**src/rtl/sram_ctrl_pkg.sv**
```systemverilog
package sram_ctrl_pkg;

  localparam int unsigned LANES  = 4;
  localparam int unsigned LANE_W = 8;
  localparam int unsigned DW     = LANES * LANE_W;

  typedef enum logic [2:0] {
    PH_IDLE,
    PH_SETUP,
    PH_STROBE,
    PH_HOLD,
    PH_TURN
  } phase_e;

  typedef enum logic [1:0] {
    WID_32  = 2'd0,
    WID_16  = 2'd1,
    WID_8   = 2'd2,
    WID_RSV = 2'd3
  } width_e;

  // Pick the host-visible part of a raw memory word.
  function automatic logic [DW-1:0] merge_rd(input logic [1:0] width,
                                             input logic [1:0] sel,
                                             input logic [DW-1:0] bus);
    logic [DW-1:0] res;
    case (width)
      WID_16:  res = {16'h0000, (sel[1] ? bus[31:16] : bus[15:0])};
      WID_8:   res = {24'h000000, bus[{sel, 3'b000} +: 8]};
      default: res = bus;
    endcase
    return res;
  endfunction

endpackage

```
**src/rtl/sram_lane_map.sv**
```systemverilog
module sram_lane_map
  import sram_ctrl_pkg::*;
#(
  parameter int AW  = 19,
  parameter int HAW = AW + 2
) (
  input  logic [1:0]       width,
  input  logic             is_write,
  input  logic [HAW-1:0]   haddr,
  input  logic [LANES-1:0] be,
  input  logic [DW-1:0]    hwdata,
  output logic [AW-1:0]    maddr,
  output logic [LANES-1:0] lanes,
  output logic [1:0]       sel,
  output logic [DW-1:0]    mwdata
);

  logic [LANES-1:0] pick;
  logic [LANES-1:0] wmask;

  always_comb begin
    case (width)
      WID_16: begin
        maddr = haddr[AW:1];
        sel   = {haddr[0], 1'b0};
        pick  = haddr[0] ? 4'b1100 : 4'b0011;
        wmask = haddr[0] ? {be[1:0], 2'b00} : {2'b00, be[1:0]};
      end
      WID_8: begin
        maddr = haddr[AW+1:2];
        sel   = haddr[1:0];
        pick  = 4'b0001 << haddr[1:0];
        wmask = {LANES{be[0]}};
      end
      default: begin
        maddr = haddr[AW-1:0];
        sel   = 2'b00;
        pick  = {LANES{1'b1}};
        wmask = be;
      end
    endcase
    lanes = is_write ? (pick & wmask) : pick;
  end

  for (genvar l = 0; l < LANES; l++) begin : g_lane
    assign mwdata[l*LANE_W +: LANE_W] =
      (width == WID_16) ? hwdata[(l % 2)*LANE_W +: LANE_W] :
      (width == WID_8)  ? hwdata[LANE_W-1:0] :
                          hwdata[l*LANE_W +: LANE_W];
  end

endmodule

```
**src/rtl/sram_phase_seq.sv**
```systemverilog
module sram_phase_seq
  import sram_ctrl_pkg::*;
#(
  parameter int SETUP_CYC = 1,
  parameter int RD_CYC    = 2,
  parameter int WR_CYC    = 2,
  parameter int HOLD_CYC  = 1,
  parameter int TURN_CYC  = 1
) (
  input  logic   clk,
  input  logic   rst,
  input  logic   start,
  input  logic   is_write,
  output phase_e phase_q,
  output phase_e phase_d
);

  localparam int M1   = (SETUP_CYC > RD_CYC) ? SETUP_CYC : RD_CYC;
  localparam int M2   = (WR_CYC > HOLD_CYC) ? WR_CYC : HOLD_CYC;
  localparam int M3   = (M1 > M2) ? M1 : M2;
  localparam int MAXC = (M3 > TURN_CYC) ? M3 : TURN_CYC;
  localparam int CW   = $clog2(MAXC + 1);

  localparam logic [CW-1:0] L_SETUP = CW'(SETUP_CYC - 1);
  localparam logic [CW-1:0] L_RD    = CW'(RD_CYC - 1);
  localparam logic [CW-1:0] L_WR    = CW'(WR_CYC - 1);
  localparam logic [CW-1:0] L_HOLD  = CW'(HOLD_CYC - 1);
  localparam logic [CW-1:0] L_TURN  = CW'(TURN_CYC - 1);

  logic [CW-1:0] cnt_q, cnt_d;
  logic          last;

  assign last = (cnt_q == '0);

  always_comb begin
    phase_d = phase_q;
    cnt_d   = last ? cnt_q : cnt_q - 1'b1;
    case (phase_q)
      PH_IDLE:   if (start) begin phase_d = PH_SETUP; cnt_d = L_SETUP; end
      PH_SETUP:  if (last) begin phase_d = PH_STROBE; cnt_d = is_write ? L_WR : L_RD; end
      PH_STROBE: if (last) begin phase_d = PH_HOLD; cnt_d = L_HOLD; end
      PH_HOLD:   if (last) begin phase_d = PH_TURN; cnt_d = L_TURN; end
      PH_TURN:   if (last) begin phase_d = PH_IDLE; cnt_d = '0; end
      default:   begin phase_d = PH_IDLE; cnt_d = '0; end
    endcase
  end

  always_ff @(posedge clk) begin
    if (rst) begin
      phase_q <= PH_IDLE;
      cnt_q   <= '0;
    end else begin
      phase_q <= phase_d;
      cnt_q   <= cnt_d;
    end
  end

endmodule

```
**src/rtl/sram_ctrl.sv**
```systemverilog
module sram_ctrl
  import sram_ctrl_pkg::*;
#(
  parameter int AW        = 19,
  parameter int SETUP_CYC = 1,
  parameter int RD_CYC    = 2,
  parameter int WR_CYC    = 2,
  parameter int HOLD_CYC  = 1,
  parameter int TURN_CYC  = 1,
  parameter bit WR_END_CS = 1'b0
) (
  input  logic          clk,
  input  logic          rst,
  input  logic          req_valid,
  input  logic          req_write,
  input  logic [1:0]    req_width,
  input  logic [AW+1:0] req_addr,
  input  logic [3:0]    req_be,
  input  logic [31:0]   req_wdata,
  output logic          req_ack,
  output logic [31:0]   req_rdata,
  output logic [AW-1:0] mem_addr,
  output logic [31:0]   mem_dq_o,
  output logic          mem_dq_oe,
  input  logic [31:0]   mem_dq_i,
  output logic          mem_oe_n,
  output logic [3:0]    mem_cs_n,
  output logic [3:0]    mem_we_n
);

  phase_e           phase_q, phase_d;
  logic             accept;
  logic             wr_q, wr_c;
  logic [1:0]       width_q, sel_q;
  logic [LANES-1:0] lanes_q, lanes_c;
  logic [AW-1:0]    map_addr;
  logic [LANES-1:0] map_lanes;
  logic [1:0]       map_sel;
  logic [DW-1:0]    map_wdata;
  logic             in_cycle, in_strobe, wr_cs_on, wr_we_on;
  logic             cs_on, we_on;
  logic [LANES-1:0] cs_n_d, we_n_d;
  logic             oe_n_d, dq_oe_d;

  assign accept = req_valid && !req_ack && (phase_q == PH_IDLE);

  sram_lane_map #(.AW(AW)) u_map (
    .width    (req_width),
    .is_write (req_write),
    .haddr    (req_addr),
    .be       (req_be),
    .hwdata   (req_wdata),
    .maddr    (map_addr),
    .lanes    (map_lanes),
    .sel      (map_sel),
    .mwdata   (map_wdata)
  );

  sram_phase_seq #(
    .SETUP_CYC (SETUP_CYC),
    .RD_CYC    (RD_CYC),
    .WR_CYC    (WR_CYC),
    .HOLD_CYC  (HOLD_CYC),
    .TURN_CYC  (TURN_CYC)
  ) u_seq (
    .clk      (clk),
    .rst      (rst),
    .start    (accept),
    .is_write (wr_q),
    .phase_q  (phase_q),
    .phase_d  (phase_d)
  );

  assign wr_c    = accept ? req_write : wr_q;
  assign lanes_c = accept ? map_lanes : lanes_q;

  assign in_cycle  = (phase_d == PH_SETUP) || (phase_d == PH_STROBE) || (phase_d == PH_HOLD);
  assign in_strobe = (phase_d == PH_STROBE);

  // Termination style: which strobe brackets the other during a write.
  if (WR_END_CS) begin : g_end_cs
    assign wr_cs_on = in_strobe;
    assign wr_we_on = in_cycle;
  end else begin : g_end_we
    assign wr_cs_on = in_cycle;
    assign wr_we_on = in_strobe;
  end

  always_comb begin
    cs_on   = wr_c ? wr_cs_on : ((phase_d == PH_SETUP) || in_strobe);
    we_on   = wr_c && wr_we_on;
    cs_n_d  = cs_on ? ~lanes_c : {LANES{1'b1}};
    we_n_d  = we_on ? ~lanes_c : {LANES{1'b1}};
    oe_n_d  = !(!wr_c && in_strobe);
    dq_oe_d = wr_c && in_cycle;
  end

  always_ff @(posedge clk) begin
    if (rst) begin
      wr_q      <= 1'b0;
      width_q   <= '0;
      sel_q     <= '0;
      lanes_q   <= '0;
      mem_addr  <= '0;
      mem_dq_o  <= '0;
      mem_dq_oe <= 1'b0;
      mem_oe_n  <= 1'b1;
      mem_cs_n  <= {LANES{1'b1}};
      mem_we_n  <= {LANES{1'b1}};
      req_ack   <= 1'b0;
      req_rdata <= '0;
    end else begin
      mem_cs_n  <= cs_n_d;
      mem_we_n  <= we_n_d;
      mem_oe_n  <= oe_n_d;
      mem_dq_oe <= dq_oe_d;
      req_ack   <= (phase_q == PH_TURN) && (phase_d == PH_IDLE);
      if (accept) begin
        wr_q     <= req_write;
        width_q  <= req_width;
        sel_q    <= map_sel;
        lanes_q  <= map_lanes;
        mem_addr <= map_addr;
        mem_dq_o <= map_wdata;
      end
      if (!wr_q && (phase_q == PH_STROBE) && (phase_d == PH_HOLD))
        req_rdata <= merge_rd(width_q, sel_q, mem_dq_i);
    end
  end

endmodule

```
**config.mk**
```make
export PLATFORM = sky130hd
export DESIGN_NAME = sram_ctrl
export DESIGN_NICKNAME = d
export VERILOG_FILES = /design/src/rtl/sram_ctrl_pkg.sv /design/src/rtl/sram_lane_map.sv /design/src/rtl/sram_phase_seq.sv /design/src/rtl/sram_ctrl.sv
export SDC_FILE = /design/constraint.sdc
export NUM_CORES = 1
export LEC_CHECK = 0
export ABC_CLOCK_PERIOD_IN_PS = 2200
export BUFFER_PORTS_ARGS = -buffer_cell sky130_fd_sc_hd__buf_2
export CAP_MARGIN = 10
export CORE_UTILIZATION = 49
export DETAILED_ROUTE_END_ITERATION = 8
export PLACE_DENSITY = 0.8
export SYNTH_ARGS = -nofsm -noshare
export SYNTH_HDL_FRONTEND = slang
export SYNTH_SLANG_ARGS = --single-unit
export TNS_END_PERCENT = 50
```
**constraint.sdc**
```tcl
create_clock -name clk -period 2.2 [get_ports clk]
set_input_delay 0.33 -clock clk [delete_from_list [all_inputs] [get_ports clk]]
set_output_delay 0.33 -clock clk [all_outputs]
set_load 0.02 [all_outputs]
```
==> summary.txt <==
Run status
  – Status: finished clean

Route
  – Initial drt markers: 245
  – Routed Antenna Nets: 0
  – Vias: 5202
  – Wirelength per Cell: 15.9 microns
  – DRT Pass-1 Iters: 8
  – Detailed-route vias per instance: 5.72
  – WL final: 14400 microns
  – DRC: 0

STA
  – Minimum clock period: 2.08 ns
  – Least-Margin Pin Slew: 0.761 ns
  – Hold WS: 0.193 ns
  – Fmax: 481 MHz
  – Max_slew headroom: 0.493
  – Worst Skew: 0.00996 ns
  – RSZ-0062 raised after global routing: false
  – # setup viols final: 0
  – Total negative slack: 0 ns
  – Fin crit share: 0.946
  – Max-slew violation count: 0
  – Hold violation count in the final report: 0

Hold path
  – Hold Crit Endpoint: req_ack
  – Min-Delay Path Class: input port to flip-flop
  – Hold Path Stages: 2
  – Hold path startpoint: rst

GRT
  – Gr usage total: 0.268
  – Initial antenna violation count: 0
  – Largest net degree at the start of global routing: 74
  – Met2 Track Usage GR: 0.458
  – Met3 Use GR: 0.0598
  – First-pass GRT wire length: 22400 microns
  – GRT overflow: 0
  – GR Layer Usage met1: 0.328
  – Busiest grt layer: met2
  – Vias in the first global route: 4734

Job
  – Max cap viols: 0

Clocking
  – Clk Latency, worst-skew pair: 0.38 ns
  – Clock Path Buffers: 2
  – Clock H-tree levels: 3
  – Root buf cell: clkbuf_8
  – Cts hold-fix bufs: 0
  – CTS Buf Count: 9
  – Setup Fix Bufs, Post-CTS: 0
  – Clock sink count: 108
  – Clock Pin Slew Worst Setup and Hold Paths: 0.10 ns
  – CTS tree: yes

Yosys
  – Post-synth EDFFs: 0
  – Top cells by area, synth: dfxtp_1 43%, nand2_1 7.2%, mux2i_1 6.9%
  – Mean Syn Cell Area: 8.38 sq um
  – Area leader, netlist: dfxtp_1
  – Main synth FF type: dfxtp_1
  – Synth top area share: 0.429
  – Seq/Total Area, Yosys: 0.429
  – Syn. warnings: 0
  – Post-Synthesis Cells: 602
  – Synth Register Bits: 108
  – Mapped Nets: 701
  – Synth unique cells: 51
  – Post-Syn Area: 0.00504 sq mm
  – Async S/R FF share, synth: 0

Pwr
  – Comb pwr share: 0.327
  – Clock Power Share: 0.249
  – Leakage: 2.81 nW
  – P_int: 3.64 mW
  – Psw: 1.95 mW
  – Sequential share of power: 0.424
  – Peak VDD IR: 0.449 mV
  – Power density cells: 879 mW/mm^2
  – Switching share of total power: 0.349

Worst setup path
  – Worst Setup End Kind: flip-flop
  – Worst Path Required: 2.48 ns
  – Critical-path maximum fanout: 53
  – Reg2reg end: mem_dq_o[21]
  – Worst Reg2Reg Path Length in Cells: 5
  – Critical path arrival: 2.36 ns
  – Reg2reg start: u_seq.phase_q[0]
  – Startpoint types: flip-flop
  – Critical path class: flip-flop to flip-flop
  – R2r setup slk: 0.12 ns

Placement
  – Hpwl dp: 10700 microns
  – I/O Buffers: 188
  – Gpl congestion: 0.871

Final layout
  – Layout fillers: 865
  – Area growth syn-to-layout: 26.2%
  – Nets: 871
  – Number of diodes: 0
  – Share of cells above drive strength 1: 0.319

Floorplanning
  – Core area: 0.00986 sq mm
  – DIE AREA: 0.0107 sq mm
  – Die width: 103 microns
  – Die extent in y: 103 microns
  – Row count: 36
  – Initial Util: 0.511
  – IO Pins: 189
-- power by group through the flow --
stage	clock (mW)	sequential, mW	combinational, mW
6_report	1.40	2.37	1.83
3_3_place_gp	0	2.40	1.77
5_1_grt	1.50	2.41	2.00
4_1_cts	1.42	2.37	1.82
2_1_floorplan	0	2.68	0.940
3_5_place_dp	0	2.41	1.81
-- worst max-delay path by stage --
stage,from,slack (ns),endpoint,cells past startpoint
floorplan,u_seq.cnt_q[1],0.35,req_rdata[12],6
global placement,u_seq.phase_q[1],0.25,mem_addr[4],5
detailed placement,width_q[0],0.16,req_rdata[15],5
CTS,width_q[0],0.12,req_rdata[15],5
global route,u_seq.phase_q[0],0.02,mem_addr[1],5
finish,u_seq.phase_q[0],0.12,mem_dq_o[21],5
-- state kept, by name, indices dropped and copies added (netlist names) --
signal / cells
lanes_q: 4
mem_addr: 19
mem_cs_n: 4
mem_dq_o: 32
mem_dq_oe: 1
mem_oe_n: 1
mem_we_n: 4
req_ack: 1
req_rdata: 32
sel_q: 2
u_seq.cnt_q: 2
u_seq.phase_q: 3
width_q: 2
wr_q: 1
-- final cells by class --
type	count	area (sq um)	share of cell area
Multi-Input combinational cell	431	2630	0.412
Clock buffer	13	169	0.0265
Timing Repair Buffer	210	1130	0.178
Tap cell	133	166	0.0261
Inverter	12	45.0	0.00707
Clock inverter	3	67.6	0.0106
Sequential cell	108	2160	0.340
-- cells by family (layout without fill, tap and decap cells) --
| logic type | after synthesis | in the layout | synth area share |
|---|---|---|---|
| AOI/OAI and AO/OA | 160 | 160 | 0.213 |
| and+or+nand+nor | 215 | 215 | 0.188 |
| muxes | 51 | 51 | 0.105 |
| xor gates and xnor gates | 1 | 1 | 0.00174 |
| DFF | 108 | 108 | 0.429 |
| buffers and inverters | 63 | 238 | 0.0528 |
| adders and majority gates | 4 | 4 | 0.00992 |
-- routing by layer --
metal  part of all wire  vias to the layer above
met1               0.41                     2398
met2               0.48                      276
met4              0.018                        0
li1                   -                     2505
met5                  0                        -
met3              0.091                       23
-- stage by stage --
step	instance area [sq um]	worst slack [ns]	util	instances	total power, mW
floorplan	5040	0.346	-	602	3.62
global placement	6130	0.250	0.621	894	4.17
detailed placement	6130	0.159	0.621	894	4.23
CTS	6360	0.120	0.645	910	5.61
global route	6370	0.0226	0.645	910	5.91
finish	6370	0.120	0.645	910	5.60
-- cell usage in the layout, fill, tap and decap left out, types with 3 or more instances in the layout --
cell and instances:
mux2i_1 35, nand3_1 21, a221oi_1 10, a211oi_1 18, a22oi_1 19, buf_4 20, nand2_1 97, nor2_1 58
a311oi_1 9, inv_1 11, nor2b_1 4, a222oi_1 8, ha_1 4, buf_2 188, clkbuf_8 12, a21oi_1 43
nor3_1 13, o211ai_1 10, nand2b_1 3, dfxtp_1 108, mux2_2 16, o21ai_0 30
-- critical path: stages (launching register included) --
cell      delay, ns
dfxtp_1        0.40
or4b_1         0.69
nor2_4         0.27
buf_12         0.27
nor2_1         0.08
a311oi_1       0.26
-- synthesized netlist by cell type, types with 11 or more instances --
cell and n:
dfxtp_1 108, buf_2 14, a211oi_1 18, inv_1 11, mux2i_1 35, o21ai_0 30, a21oi_1 43, nand3_1 21
mux2_2 16, clkbuf_1 32, nand2_1 97, a22oi_1 19, nor3_1 14, nor2_1 58
-- what timing repair did --
action	CTS	global route
gates resized for setup	0	1
endpoints found under the hold margin	0	0
setup endpoints to repair	0	8
(Power assumes the default switching activity.)
